<file path="src/rtl/msr_pkg.sv">
package msr_pkg;
  // default number of monitored modem lines
  localparam int unsigned MSR_LINES       = 4;
  // synchronizer depth for asynchronous inputs
  localparam int unsigned MSR_SYNC_STAGES = 2;
endpackage

</file>
<file path="src/rtl/msr_line_sync.sv">
module msr_line_sync #(
  parameter int unsigned WIDTH  = msr_pkg::MSR_LINES,
  parameter int unsigned STAGES = msr_pkg::MSR_SYNC_STAGES
) (
  input  logic             clk,
  input  logic [WIDTH-1:0] async_in,
  output logic [WIDTH-1:0] sync_out
);
  localparam int unsigned LAST = STAGES - 1;

  logic [WIDTH-1:0] chain [STAGES];

  always_ff @(posedge clk) chain[0] <= async_in;

  for (genvar g = 1; g < STAGES; g++) begin : g_stage
    always_ff @(posedge clk) chain[g] <= chain[g-1];
  end

  assign sync_out = chain[LAST];
endmodule

</file>
<file path="src/rtl/msr_change_flags.sv">
module msr_change_flags #(
  parameter int unsigned WIDTH = msr_pkg::MSR_LINES
) (
  input  logic             clk,
  input  logic             rst,
  input  logic [WIDTH-1:0] level,
  input  logic             rd_clr,
  output logic [WIDTH-1:0] flags
);
  logic [WIDTH-1:0] level_q;
  logic [WIDTH-1:0] toggled;

  assign toggled = level ^ level_q;

  always_ff @(posedge clk) begin
    level_q <= level;
    if (rst) flags <= '0;
    else     flags <= (flags & ~{WIDTH{rd_clr}}) | toggled;
  end


  flag_set_chk: assert property (@(posedge clk) disable iff (rst)
    (|toggled) |=> ((flags & $past(toggled)) == $past(toggled)));


  flag_hold_chk: assert property (@(posedge clk) disable iff (rst)
    !rd_clr |=> (($past(flags) & ~flags) == '0));


  flag_clear_chk: assert property (@(posedge clk) disable iff (rst)
    (rd_clr && toggled == '0) |=> (flags == '0));


  no_phantom_chk: assert property (@(posedge clk) disable iff (rst)
    !$rose(rst) |-> ((flags & ~$past(flags) & ~$past(toggled)) == '0));
endmodule

</file>
<file path="src/rtl/modem_status_reg.sv">
module modem_status_reg #(
  parameter int unsigned LINES       = msr_pkg::MSR_LINES,
  parameter int unsigned SYNC_STAGES = msr_pkg::MSR_SYNC_STAGES
) (
  input  logic               clk,
  input  logic               rst,
  input  logic [LINES-1:0]   modem_in,
  input  logic               rd_en,
  input  logic               irq_en,
  output logic [2*LINES-1:0] rd_data,
  output logic               irq
);
  logic [LINES-1:0] level;
  logic [LINES-1:0] flags;

  msr_line_sync #(.WIDTH(LINES), .STAGES(SYNC_STAGES)) u_sync (
    .clk      (clk),
    .async_in (modem_in),
    .sync_out (level)
  );

  msr_change_flags #(.WIDTH(LINES)) u_flags (
    .clk    (clk),
    .rst    (rst),
    .level  (level),
    .rd_clr (rd_en),
    .flags  (flags)
  );

  assign rd_data = {level, flags};
  assign irq     = irq_en & (|flags);

  if (SYNC_STAGES == 2) begin : g_lag_chk

    level_lag_chk: assert property (@(posedge clk) disable iff (rst)
      !$rose(rst) |-> (rd_data[2*LINES-1:LINES] == $past(modem_in, 2)));
  end


  irq_gate_chk: assert property (@(posedge clk) disable iff (rst)
    !irq_en |-> !irq);
endmodule

</file>
<file path="config.mk">
export PLATFORM = sky130hd
export DESIGN_NAME = modem_status_reg
export DESIGN_NICKNAME = d
export VERILOG_FILES = /design/src/rtl/msr_pkg.sv /design/src/rtl/msr_line_sync.sv /design/src/rtl/msr_change_flags.sv /design/src/rtl/modem_status_reg.sv
export SDC_FILE = /design/constraint.sdc
export NUM_CORES = 1
export LEC_CHECK = 0
export BUFFER_PORTS_ARGS = -buffer_cell sky130_fd_sc_hd__buf_2
export CAP_MARGIN = 20
export CORE_AREA = 2 2 39 41
export CTS_CLUSTER_SIZE = 28
export DETAILED_ROUTE_END_ITERATION = 10
export DIE_AREA = 0 0 41 43
export SKIP_CTS_REPAIR_TIMING = 1
export SYNTH_ARGS = -nofsm -noshare
export SYNTH_HDL_FRONTEND = slang
export SYNTH_HIERARCHICAL = 1
export SYNTH_SLANG_ARGS = --single-unit
</file>
<file path="constraint.sdc">
create_clock -name clk -period 0.8 [get_ports clk]
set_input_delay 0.08 -clock clk [delete_from_list [all_inputs] [get_ports clk]]
set_output_delay 0.08 -clock clk [all_outputs]
set_load 0.01 [all_outputs]
</file>
==> results of run 1 <==
-- cell usage after synthesis (all sizes together) --
| cell | instances | area, um^2 |
|---|---|---|
| nand2b | 4 | 25.0 |
| o41a | 1 | 11.3 |
| xnor2 | 4 | 35.0 |
| dfxtp | 16 | 320 |
| buf | 4 | 30.0 |
| a21oi | 4 | 20.0 |
-- power by group through the flow --
stage	logic, mW	clock network (mW)	registers [mW]
after floorplan	0.0667	0	0.895
after global placement	0.138	0	0.889
after detailed placement	0.138	0	0.891
after CTS	0.139	0.532	0.872
after global routing	0.234	0.557	0.884
final	0.213	0.504	0.878
-- sequential cells by signal (all words and copies together) (netlist names) --
signal,flops
u_flags/flags,4
u_flags/level_q,4
u_sync/chain,8
-- worst paths after layout --
kind | slack (ps) | depth (start not counted) | end | start
setup / recovery | -430 | 2 | irq | u_flags/flags[1]
hold / removal | 100 | 3 | u_flags/flags[2] | rd_en
setup reg to reg | 30 | 3 | u_flags/flags[1] | u_sync/chain[0][5]
hold reg to reg | 330 | 0 | u_sync/chain[0][7] | u_sync/chain[0][3]
-- routing by layer --
metal / track usage [%] / vias to the layer above / routed length, um
met3: 4.71 / 0 / 43
met4: 10.0 / 0 / 0
met1: 6.69 / 136 / 275
met5: 0 / - / 0
li1: - / 161 / -
met2: 11.3 / 13 / 344
-- cell type report --
cell class / instances / area, um^2 / area share, %
clock buffers: 4 / 36.3 / 5.00
multi-input cells: 13 / 91.3 / 12.6
flip-flops and latches: 16 / 329 / 45.3
well taps: 16 / 20.0 / 2.76
repair buffers: 29 / 249 / 34.3
-- kinds of logic after synthesis --
kind of cell | Yosys count | share of synthesized area [%]
buffers and inverters | 4 | 6.80
flip-flops | 16 | 72.5
AND/OR/NAND/NOR | 4 | 5.66
XOR/XNOR | 4 | 7.93
AO/OA/AOI/OAI | 5 | 7.08
-- critical path: cells and delay by family, from the launching register on --
family          cells  cell delay (ps)
buf+inv             1              140
flops               1              320
compound gates      1              410
==> results.toml, run 1 <==
[route]
num_vias = 310
ant_nets = 0
post_drt_wl_per_cell_um = 8.50
first_pass_iters = 1
drt_iter0_drc = 0
drt-total-wl_um = 663
drc = 0
vias_per_cell = 3.97

[global_routing]
grt_pass1_vias = 246
grt-ovfl-total = 0
track_usage_pct = 8.13
antenna_found_initial = 0
grt_pass1_wl_um = 848
grt_max_degree = 10

[floorplan]
core-area_um2 = 1380
dieWidth_um = 41
io_pins = 17
rows = 14
die_h_um = 43
start_util_pct = 31.9
die-area_um2 = 1760

[clock_tree]
cts_max_path_buffers = 2
clock_sink_count = 16
clk_latency_ps = 270
numCtsBuffers = 3
cts_tree = "yes"
root_buffer = "clkbuf_4"
clkTransAtPathRegs_ps = 90
htree_num_levels = 1

[job]
max_cap_violations = 0

[yosys]
postSynthCellCount = 33
synth-seq-cells = 16
syn_area_um2 = 442
yosysSeqAreaShare_pct = 72.5
yosysWarnings = 6
avgSynthCellArea_um2 = 13.4
synth_cell_type_count = 6
syn_nets = 41

[worst_hold_path]
hold_class = "in -> reg"

[timing]
fin_crit_sh_pct = 153
fin_setup_tns_ps = -880
final.setup.worst_slack_ps = -427
worst_slew_pin_slew_ps = 125
rsz0062_at_grt = "true"
timing.hold.ws_ps = 98.7
finalHoldViolCount = 0
slew_headroom_pct = 91.6
fin_skew_ps = 2.29
min_period_ps = 1230
finalSetupViolCount = 8
max_freq_mhz = 815
timing.final.max_slew_violations = 0

[finish]
fin_util_pct = 52.4
nFillCells = 124
design_area_um2 = 726
final_common_cell = "buf_6"
final_nets = 71
fin_cells = 78
diodes = 0
syn2layout_area_growth_pct = 64.3
layout-drive-gt1-share_pct = 56.5
final_cell_mix = "11 x buf_6, 9 x buf_2, 9 x dfxtp_1"

[placement]
io_buffers = 16
placed_cell_area_um2 = 543
dp.cells = 65
gp_congestion = 0.535
dp_slack_ps = -112

[power]
swShare_pct = 20.1
pwr-share-comb_pct = 13.4
p_sw_mw = 0.320
peakVddDrop_mv = 1.48
p_seq_share_pct = 55.1
internal-power_mw = 1.28
power_density_nw_per_um2 = 2200
power_leakage_nw = 0.323
total_power_mw = 1.60
p_clk_share_pct = 31.6

[critical_path]
endpoint_kind = "output port"
critPathSlowestCell = "o41a_1"
critPathLaunchType = "flop"
path_max_fanout = 2
critPathMaxStageDelay_ps = 410
critPathRequiredTime_ps = 720
arrival_ps = 1150
crit_chain = "o41a_1 -> buf_2"
path_class = "reg -> out"

[status]
violations = "setup timing"
status = "finished, violations left"
Power figures use the tool's default switching activity.
==> run 2, diff against run 1 <==
- CTS_BUF_LIST: not set -> sky130_fd_sc_hd__clkbuf_8
==> results.toml, run 2 (synthesized netlist as in run 1, its figures left out) <==
[status]
status = "finished, violations left"
violations = "setup timing"

[floorplan]
dieWidth_um = 41
io_pins = 17
die_h_um = 43
rows = 14
start_util_pct = 31.9
die-area_um2 = 1760
core-area_um2 = 1380

[finish]
layout-drive-gt1-share_pct = 55.2
final_nets = 67
syn2layout_area_growth_pct = 60.3
diodes = 0
design_area_um2 = 708
nFillCells = 125
largest_reg_flops = 8
fin_cells = 74
top_regs = "u_sync/chain (8), u_flags/flags (4), u_flags/level_q (4)"
final_common_cell = "buf_6"
regMostFlops = "u_sync/chain"
final_cell_mix = "10 x buf_6, 9 x buf_2, 9 x dfxtp_1"

[timing]
fin_crit_sh_pct = 148
min_period_ps = 1180
final.setup.worst_slack_ps = -383
slew_headroom_pct = 91.6
worst_slew_pin_slew_ps = 125
finalSetupViolCount = 5
timing.final.max_slew_violations = 0
fin_skew_ps = 2.24
rsz0062_at_grt = "true"
max_freq_mhz = 846
finalHoldViolCount = 0

[global_routing]
grt_pass1_wl_um = 841
grt_pass1_vias = 244
grt-ovfl-total = 0
antenna_found_initial = 0
track_usage_pct = 8.02
grt_max_degree = 10

[worst_hold_path]
hold_class = "in -> reg"
min_from = "rst"
min_path_cells = 2
min_to = "u_flags/flags[3]"

[clock_tree]
clk_latency_ps = 240
htree_num_levels = 1
clock_sink_count = 16
cts_max_path_buffers = 2
cts_tree = "yes"
root_buffer = "clkbuf_8"
clkTransAtPathRegs_ps = 60
numCtsBuffers = 3

[route]
ant_nets = 0
post_drt_wl_per_cell_um = 8.58
drt_iter0_drc = 4
vias_per_cell = 4.01
drt-total-wl_um = 635
num_vias = 297
drc = 0
first_pass_iters = 2

[placement]
placed_cell_area_um2 = 543
dp.cells = 65
dp_slack_ps = -112
io_buffers = 16
gp_congestion = 0.535

[critical_path]
ff2ff_setup_slack_ps = 40
path_class = "reg -> out"
arrival_ps = 1100
critPathRequiredTime_ps = 720
reg2reg_to = "u_flags/flags[3]"
rr_worst_depth = 3
rr_startpoint = "u_sync/chain[0][7]"
critPathLaunchType = "flop"
path_max_fanout = 2
endpoint_kind = "output port"

[power]
power_density_nw_per_um2 = 2470
peakVddDrop_mv = 1.47
power_leakage_nw = 0.311

[job]
max_cap_violations = 0
-- run 2: changes by cell type in the layout (fill, tap and decap cells not counted), sizes merged --
| cell | before | now |
|---|---|---|
| dlygate4sd3 | 5 | 4 |
| buf | 24 | 21 |
-- run 2: per-stage QoR --
stage               setup TNS, ps  hold WS, ps  util (%)  power [mW]
floorplan                   -54.2          108         -       0.961
finish                       -631         30.4      51.2        1.75
detailed placement           -112          184      39.2        1.03
CTS                          -903        -72.3      43.2        1.71
global route                 -785         44.6      51.2        1.83
global placement             -114          182      39.2        1.03
-- run 2: how the worst max path moves through the flow --
stage / start / endpoint / slack (ps) / cells past startpoint
floorplan: u_flags/flags[2] / irq / -50 / 1
global placement: u_flags/flags[2] / irq / -110 / 2
detailed placement: u_flags/flags[2] / irq / -110 / 2
CTS: u_flags/flags[2] / irq / -390 / 2
global route: u_flags/flags[1] / irq / -410 / 2
finish: u_flags/flags[1] / irq / -380 / 2
-- run 2: report_power, final --
part,internal [mW],switching (mW),leakage [nW]
Clock,0.435,0.238,0.0288
Sequential,0.854,0.0277,0.135
Combinational,0.133,0.0624,0.147
-- run 2: layer usage --
layer	global-route usage, %	vias up	share of wire [%]
li1	-	151	-
met2	10.9	13	51
met5	0	-	0
met4	10.0	0	0.94
met1	6.67	131	40
met3	4.71	2	7.9
-- run 2: area by class of cell --
type,instances,area (um^2),area share [%]
clock buffers,4,55.1,7.77
well taps,16,20.0,2.83
repair buffers,25,213,30.0
multi-input cells,13,91.3,12.9
flip-flops and latches,16,329,46.5
-- run 2: critical path: stages (launching register included) --
cell     delay, ps
dfxtp_1        310
o41a_1         410
buf_2          140
